[src/rtl/tlb_pkg.sv]
package tlb_pkg;

    typedef enum logic [1:0] {
        OP_IDLE,
        OP_FILL,
        OP_FLUSH_ALL,
        OP_FLUSH_ASID
    } tlb_op_e;

    typedef struct packed {
        logic u;
        logic x;
        logic w;
        logic r;
    } tlb_perm_t;

endpackage

[src/rtl/tlb_match.sv]
module tlb_match #(
    parameter int N      = 8,
    parameter int ASID_W = 16,
    parameter int VPN_W  = 27,
    localparam int IDX_W = (N > 1) ? $clog2(N) : 1
) (
    input  logic [N-1:0]             valid_vec,
    input  logic [N-1:0][ASID_W-1:0] tag_asid,
    input  logic [N-1:0][VPN_W-1:0]  tag_vpn,
    input  logic [ASID_W-1:0]        req_asid,
    input  logic [VPN_W-1:0]         req_vpn,
    output logic [N-1:0]             hit_vec,
    output logic                     any_hit,
    output logic [IDX_W-1:0]         hit_idx
);

    for (genvar g = 0; g < N; g++) begin : g_cmp
        assign hit_vec[g] = valid_vec[g]
                          && (tag_asid[g] == req_asid)
                          && (tag_vpn[g] == req_vpn);
    end

    assign any_hit = |hit_vec;

    always_comb begin
        hit_idx = '0;
        for (int i = N - 1; i >= 0; i--) begin
            if (hit_vec[i]) hit_idx = IDX_W'(i);
        end
    end

endmodule

[src/rtl/tlb_victim.sv]
module tlb_victim #(
    parameter int N      = 8,
    localparam int IDX_W = (N > 1) ? $clog2(N) : 1
) (
    input  logic             clk,
    input  logic             rst_n,
    input  logic [N-1:0]     valid_vec,
    input  logic             fill_go,
    input  logic             fill_hit,
    input  logic [IDX_W-1:0] fill_hit_idx,
    output logic [IDX_W-1:0] victim_idx
);

    logic [IDX_W-1:0] rr_ptr;
    logic [IDX_W-1:0] free_idx;
    logic             has_free;

    always_comb begin
        free_idx = '0;
        has_free = 1'b0;
        for (int i = N - 1; i >= 0; i--) begin
            if (!valid_vec[i]) begin
                free_idx = IDX_W'(i);
                has_free = 1'b1;
            end
        end
    end

    always_comb begin
        if (fill_hit)      victim_idx = fill_hit_idx;
        else if (has_free) victim_idx = free_idx;
        else               victim_idx = rr_ptr;
    end

    always_ff @(posedge clk) begin
        if (!rst_n) begin
            rr_ptr <= '0;
        end else if (fill_go && !fill_hit && !has_free) begin
            if (rr_ptr == IDX_W'(N - 1)) rr_ptr <= '0;
            else                         rr_ptr <= rr_ptr + 1'b1;
        end
    end

endmodule

[src/rtl/tlb_xlate_cache.sv]
module tlb_xlate_cache
    import tlb_pkg::*;
#(
    parameter int ENTRIES = 8,
    parameter int ASID_W  = 16,
    parameter int VPN_W   = 27,
    parameter int PPN_W   = 44,
    parameter int OFF_W   = 12,
    localparam int VA_W   = VPN_W + OFF_W,
    localparam int PA_W   = PPN_W + OFF_W,
    localparam int IDX_W  = (ENTRIES > 1) ? $clog2(ENTRIES) : 1
) (
    input  logic              clk,
    input  logic              rst_n,
    input  logic              lk_valid,
    input  logic [ASID_W-1:0] lk_asid,
    input  logic [VA_W-1:0]   lk_vaddr,
    output logic              lk_hit,
    output logic              lk_miss,
    output logic [PA_W-1:0]   lk_paddr,
    output logic [3:0]        lk_perm,
    input  logic              fill_en,
    input  logic [ASID_W-1:0] fill_asid,
    input  logic [VPN_W-1:0]  fill_vpn,
    input  logic [PPN_W-1:0]  fill_ppn,
    input  logic [3:0]        fill_perm,
    input  logic              flush_en,
    input  logic              flush_by_asid,
    input  logic [ASID_W-1:0] flush_asid
);

    logic [ENTRIES-1:0]             ent_valid;
    logic [ENTRIES-1:0][ASID_W-1:0] ent_asid;
    logic [ENTRIES-1:0][VPN_W-1:0]  ent_vpn;
    logic [ENTRIES-1:0][PPN_W-1:0]  ent_ppn;
    tlb_perm_t [ENTRIES-1:0]        ent_perm;

    tlb_op_e op;

    logic [ENTRIES-1:0] lk_hit_vec;
    logic               lk_any;
    logic [IDX_W-1:0]   lk_idx;
    logic [ENTRIES-1:0] fl_hit_vec;
    logic               fl_any;
    logic [IDX_W-1:0]   fl_idx;
    logic [IDX_W-1:0]   victim_idx;
    logic [ENTRIES-1:0] asid_kill;

    // Command decode: a flush outranks a fill.
    always_comb begin
        if (flush_en)     op = flush_by_asid ? OP_FLUSH_ASID : OP_FLUSH_ALL;
        else if (fill_en) op = OP_FILL;
        else              op = OP_IDLE;
    end

    tlb_match #(.N(ENTRIES), .ASID_W(ASID_W), .VPN_W(VPN_W)) u_lk_match (
        .valid_vec (ent_valid),
        .tag_asid  (ent_asid),
        .tag_vpn   (ent_vpn),
        .req_asid  (lk_asid),
        .req_vpn   (lk_vaddr[VA_W-1:OFF_W]),
        .hit_vec   (lk_hit_vec),
        .any_hit   (lk_any),
        .hit_idx   (lk_idx)
    );

    tlb_match #(.N(ENTRIES), .ASID_W(ASID_W), .VPN_W(VPN_W)) u_fl_match (
        .valid_vec (ent_valid),
        .tag_asid  (ent_asid),
        .tag_vpn   (ent_vpn),
        .req_asid  (fill_asid),
        .req_vpn   (fill_vpn),
        .hit_vec   (fl_hit_vec),
        .any_hit   (fl_any),
        .hit_idx   (fl_idx)
    );

    tlb_victim #(.N(ENTRIES)) u_victim (
        .clk          (clk),
        .rst_n        (rst_n),
        .valid_vec    (ent_valid),
        .fill_go      (op == OP_FILL),
        .fill_hit     (fl_any),
        .fill_hit_idx (fl_idx),
        .victim_idx   (victim_idx)
    );

    for (genvar g = 0; g < ENTRIES; g++) begin : g_kill
        assign asid_kill[g] = (ent_asid[g] == flush_asid);
    end

    // Valid-bit state register.
    always_ff @(posedge clk) begin
        if (!rst_n) begin
            ent_valid <= '0;
        end else begin
            unique case (op)
                OP_IDLE:       ent_valid <= ent_valid;
                OP_FILL:       ent_valid[victim_idx] <= 1'b1;
                OP_FLUSH_ALL:  ent_valid <= '0;
                OP_FLUSH_ASID: ent_valid <= ent_valid & ~asid_kill;
                default:       ent_valid <= ent_valid;
            endcase
        end
    end

    // Payload storage, no reset needed: guarded by the valid bits.
    always_ff @(posedge clk) begin
        if (op == OP_FILL) begin
            ent_asid[victim_idx] <= fill_asid;
            ent_vpn[victim_idx]  <= fill_vpn;
            ent_ppn[victim_idx]  <= fill_ppn;
            ent_perm[victim_idx] <= tlb_perm_t'(fill_perm);
        end
    end

    // Lookup outputs.
    always_comb begin
        lk_hit   = lk_valid && lk_any;
        lk_miss  = lk_valid && !lk_any;
        lk_paddr = '0;
        lk_perm  = '0;
        if (lk_hit) begin
            lk_paddr = {ent_ppn[lk_idx], lk_vaddr[OFF_W-1:0]};
            lk_perm  = ent_perm[lk_idx];
        end
    end

endmodule

[config.mk]
export PLATFORM = sky130hd
export DESIGN_NAME = tlb_xlate_cache
export DESIGN_NICKNAME = d
export VERILOG_FILES = /design/src/rtl/tlb_pkg.sv /design/src/rtl/tlb_match.sv /design/src/rtl/tlb_victim.sv /design/src/rtl/tlb_xlate_cache.sv
export SDC_FILE = /design/constraint.sdc
export NUM_CORES = 2
export LEC_CHECK = 0
export ABC_AREA = 1
export BUFFER_PORTS_ARGS = -buffer_cell sky130_fd_sc_hd__buf_2
export CAP_MARGIN = 0
export CORE_MARGIN = 5
export CORE_UTILIZATION = 56
export CTS_BUF_LIST = sky130_fd_sc_hd__clkbuf_8
export DETAILED_ROUTE_END_ITERATION = 16
export MAX_ROUTING_LAYER = met4
export PLACE_DENSITY = 0.74
export SYNTH_ARGS = -nofsm -noshare
export SYNTH_HDL_FRONTEND = slang
export SYNTH_HIERARCHICAL = 1
export SYNTH_SLANG_ARGS = --single-unit
[constraint.sdc]
create_clock -name clk -period 22.8 [get_ports clk]
set_input_delay 4.56 -clock clk [delete_from_list [all_inputs] [get_ports clk]]
set_output_delay 4.56 -clock clk [all_outputs]
set_load 0.02 [all_outputs]
Word-level counts from Yosys, hierarchy flattened
Cells that the tools add are included.
W data, S select, Z words.
{ "word_totals": {"ff_bits": 739, "inputBits": 168, "wordCells": 211} }
{ "classes": {"n_addsub": 1, "order_cmp": 3, "eq_ne": 44, "mux": 59, "bitwise": 3, "reduce_logical": 43} }
{ "op_table": {"columns": ["op", "count"], "rows": [
  ["$eq A27 B27 Y1", 16],
  ["$eq A16 B16 Y1", 24],
  ["$bwmux W352", 1],
  ["$bwmux W216", 1],
  ["$bmux W44 S3", 1],
  ["$demux W44 S3", 1],
  ["$bwmux W128", 1],
  ["$mux W44", 2],
  ["$demux W27 S3", 1],
  ["$mux W3", 27],
  ["$mux W56", 1],
  ["$demux W16 S3", 1],
  ["$logic_and A1 B1 Y1", 37],
  ["$bwmux W32", 1],
  ["$mux W27", 1],
  ["$pmux W8 S3", 1],
  ["$mux W16", 1],
  ["$reduce_or A8 Y1", 2],
  ["$bmux W4 S3", 1],
  ["$demux W4 S3", 1],
  ["$mux W4", 3],
  ["$mux W1", 11],
  ["$and A8 B8 Y8", 1],
  ["$lt A3 B4 Y1 const B", 2],
  ["other kinds (11)", 14]
]} }

Logic depth before layout (Yosys ltp)
{ "depth": {"depth_word": 18, "ltp_mapped": 26, "depth_no_buf": 23} }

Modules after synthesis
Netlist, hierarchy kept.
{ "modules_own_cells": {"columns": ["mod", "instances", "cells_each", "area_each_um2", "seq_area_each_um2"], "rows": [
  ["tlb_xlate_cache", 1, 2226, 28314.7, 22021.1],
  ["tlb_match", 2, 1002, 4989.8, 0.0],
  ["tlb_victim", 1, 46, 296.5, 60.1]
]} }

Least setup slack after synthesis
OpenSTA, ideal clock, no wires.
{ "synth_path": {"path_type": "input-to-output", "from": "input lk_vaddr[37]", "to": "output lk_paddr[30]", "arrival_ns": 6.837, "required_time_ns": 18.240, "setup_slack_ns": 11.403, "stages": 15, "path_buffers": 3, "cell_sequence": "buf_2 or2_2 a221oi_1 nand2_1 nor2_1 nand2_1 nand2_2 nor2_1 nand2_1 nand2_1 inv_1 buf_2 clkbuf_1 o21ai_0 nor2_1"} }
{ "synth_via": {"elab_cells_between_ends": 29, "classes_between": "eq/ne (8); mux (11); reduce/logical (10)"} }
{ "synth_rtl": {"columns": ["element", "line_no", "source"], "rows": [
  ["from (decl)", "tlb_xlate_cache.sv:17", "input logic [VA_W-1:0] lk_vaddr,"],
  ["$eq A27 B27 Y1", "tlb_match.sv:20", "&& (tag_vpn[g] == req_vpn);"],
  ["$logic_and A1 B1 Y1", "tlb_match.sv:20", null],
  ["$reduce_or A8 Y1 (*)", "tlb_match.sv:23", "assign any_hit = |hit_vec;"],
  ["named net lk_any", "tlb_xlate_cache.sv:41", "logic lk_any;"],
  ["$logic_and A1 B1 Y1 (*)", "tlb_xlate_cache.sv:119", "lk_hit = lk_valid && lk_any;"],
  ["named net lk_hit", "tlb_xlate_cache.sv:18", "output logic lk_hit,"],
  ["$mux W56 (*)", "tlb_xlate_cache.sv:123", "if (lk_hit) begin"],
  ["to (decl)", "tlb_xlate_cache.sv:20", "output logic [PA_W-1:0] lk_paddr,"]
]} }
Mark *: on every way through the listed nets, which the timed path passes. The rest lies on a longest branch. The select of a mux whose other input is x is not followed.

Final worst setup path
{ "layout_path": {"from": "input lk_vaddr[27]", "to": "output lk_paddr[55]"} }
{ "layout_via": {"elab_cells_between_ends": 29, "classes_between": "eq/ne (8); mux (11); reduce/logical (10)"} }
{ "layout_rtl": {"columns": ["element", "line_no", "source"], "rows": [
  ["$eq A27 B27 Y1", "tlb_match.sv:20", null],
  ["$logic_and A1 B1 Y1", "tlb_match.sv:20", null],
  ["named net lk_hit_vec[0]", "tlb_xlate_cache.sv:40", "logic [ENTRIES-1:0] lk_hit_vec;"],
  ["$mux W3", "tlb_match.sv:28", "if (hit_vec[i]) hit_idx = IDX_W'(i);"],
  ["named net lk_idx[0]", "tlb_xlate_cache.sv:42", "logic [IDX_W-1:0] lk_idx;"],
  ["$bmux W44 S3", "tlb_xlate_cache.sv:124", "lk_paddr = {ent_ppn[lk_idx], lk_vaddr[OFF_W-1:0]};"],
  ["$mux W44 (not written as such)", "tlb_xlate_cache.sv:124", null],
  ["$mux W56", "tlb_xlate_cache.sv:123", null]
]} }
The timed path passes the listed nets, and every way through them passes these cells. The select of a mux whose other input is x is not followed.

==> metrics.txt <==
status=finished, final reports clean; CTS Sinks=~740; footprint of the multi-input gates=0.0139 sq mm; grt met1 use=54.5%; Mapped Cells=between 4000 and 5000; crit path max fanout=109; Chip Height=272 um; final net count=between 4000 and 5000; Port Buf Inserts=between 200 and 250; Final Worst Setup Slack=~8600 ps; crit-path cells=buf_2 -> inv_2 -> nand2_1 -> o21ai_0 -> nor2_1 -> nand2_1 -> nor2_1 -> nand4_1 -> nor2_1 -> nand2_1 -> inv_1 -> a21oi_4 -> buf_4 -> inv_6 -> buf_4 -> o21ai_0 -> o21ai_0 -> o21ai_0 -> nor2_1 -> buf_2; crit end category=primary output; Worst Hold Class=reg -> reg; initial antenna violation count=10; RSZ-0062 raised after global routing=false; Clk Latency, worst-skew pair=approximately 780 ps; Post-CTS Setup Bufs=0; CTS tree=built; Worst Skew=37.3 ps; gpl congestion=roughly 1.2; Place WS=8880 ps; H-tree levels=3; met3 Use GR=12.7%; critical path class=in -> out; WL/cell=slightly above 30 um; Num CTS Buffers=roughly 120; global-route wire length before repair=227000 um; # fillers=a little under 6000; Setup crit start=lk_vaddr[27]; CP max-delay cell=buf_4; most common cell after layout, fill and taps aside=nand2_1; Core Footprint=0.0685 sq mm; worst stage delay on the critical path=between 700 and 800 ps; Max rail drop VDD=about 0.075 mV; Root Buffer=clkbuf_8; clk slew on worst S/H paths=roughly 60 ps; largest net degree at the start of global routing=between 150 and 200; final WL=~170000 um; Critical Path RT=about 18000 ps; clk buf depth=3; # hold bufs at CTS=0; commonest cells after routing, fill and taps aside=nand2_1, edfxtp_1, nor2_1, inv_1, o21ai_0; syn avg cell area=9.03 sq um; Post-DRT Antenna Nets=0; Horiz. Die Dim=between 200 and 300 um; # rows=96; Setup Viol. Count Final=0; Via density=6.18; gr usage total=between 40% and 50%; Max Cap Viol=0; post-route clock period utilization=62.5%; worst flop-to-flop path startpoint=ent_asid[24]; Yosys warning count=6; die area=about 0.074 sq mm; Starting DRT DRC Count=between 5000 and 6000; power per cell area=67.4 mW/mm^2; Slew Limit Fails=0; fmax=between 70 and 80 MHz; GR Util met2=approximately 63%; layout cells sized above 1=around an eighth; setup_tns=0 ps; post-cts resize count=0; CP Data Arrival Time=9680 ps; TritonRoute pass-1 iters=8; Ports=230; P_leak=between 15 and 20 nW; pin slew with the least headroom to its limit=between 1000 and 1500 ps; crit-path leading delay family=buffers and inverters; global route total overflow=0; final HPWL from detailed placement=112000 um; crit path time final=between 10000 and 15000 ps; # DRC=0; P&R area growth vs syn=9.95%; hold_sp=u_victim/rr_ptr[1]; Worst Setup Start Kind=input pin; WP buf/inv=7; post-synthesis cell area=between 0.03 and 0.04 sq mm; Initial Util=around 56%; Synth Net Count=4438; GR peak layer=met2; Final Hold Viols=0; Sequential Area=about 0.022 sq mm; vias=33700; Rel. slew slack=23.7%; vias in the first global route=around 30000
metal layers:
metal,routed length (um),vias to the layer above
met5,0,-
met2,69600,2623
met3,21300,736
met1,58200,15700
met4,16100,0
li1,-,14700
through the flow:
step	cell area [sq um]	cells	power (mW)	hold slack (ps)	util, %
detailed placement	40100	5235	1.76	479	58.6
global placement	40100	5235	1.76	476	58.6
global route	42400	5454	2.94	539	61.9
floorplan	38600	4268	1.65	457	-
CTS	42400	5444	2.85	499	61.9
finish	42400	5456	2.86	507	61.9
where the power goes:
part / switching [mW] / total [mW] / internal, mW
Combinational: 0.177 / 0.232 / 0.0556
Clock: 0.557 / 1.11 / 0.556
Sequential: 0.0101 / 1.51 / 1.50
registers in the layout, indices dropped and copies added, names as in the netlist:
name             count
ent_perm            32
u_victim/rr_ptr      3
ent_vpn            216
ent_valid            8
ent_ppn            352
ent_asid           128
worst register-to-register path, delay by kind of cell, from the launching register on:
family / cells / cell delay, ps
AND/OR/NAND/NOR: 12 / 2530
buffers and inverters: 4 / 1690
flip-flops: 1 / 730
AO/OA/AOI/OAI: 2 / 550
path summary, 6_finish.rpt:
kind                             end  slack [ps]  cells after the start
setup / recovery        lk_paddr[55]        8560                     20
hold / removal    u_victim/rr_ptr[1]         510                      2
setup reg to reg        ent_ppn[156]       16790                     18
hold reg to reg   u_victim/rr_ptr[1]         510                      2
area by class of cell:
cell class	count	share of cell area (%)
timing repair buffer	256	3.24
sequential	739	52.1
antenna	12	0.0708
multi-input combinational	2918	32.8
clock buffer	121	3.93
tap	882	2.60
clock inverter	88	1.38
inverter	440	3.91
Power figures use the tool's default switching activity.
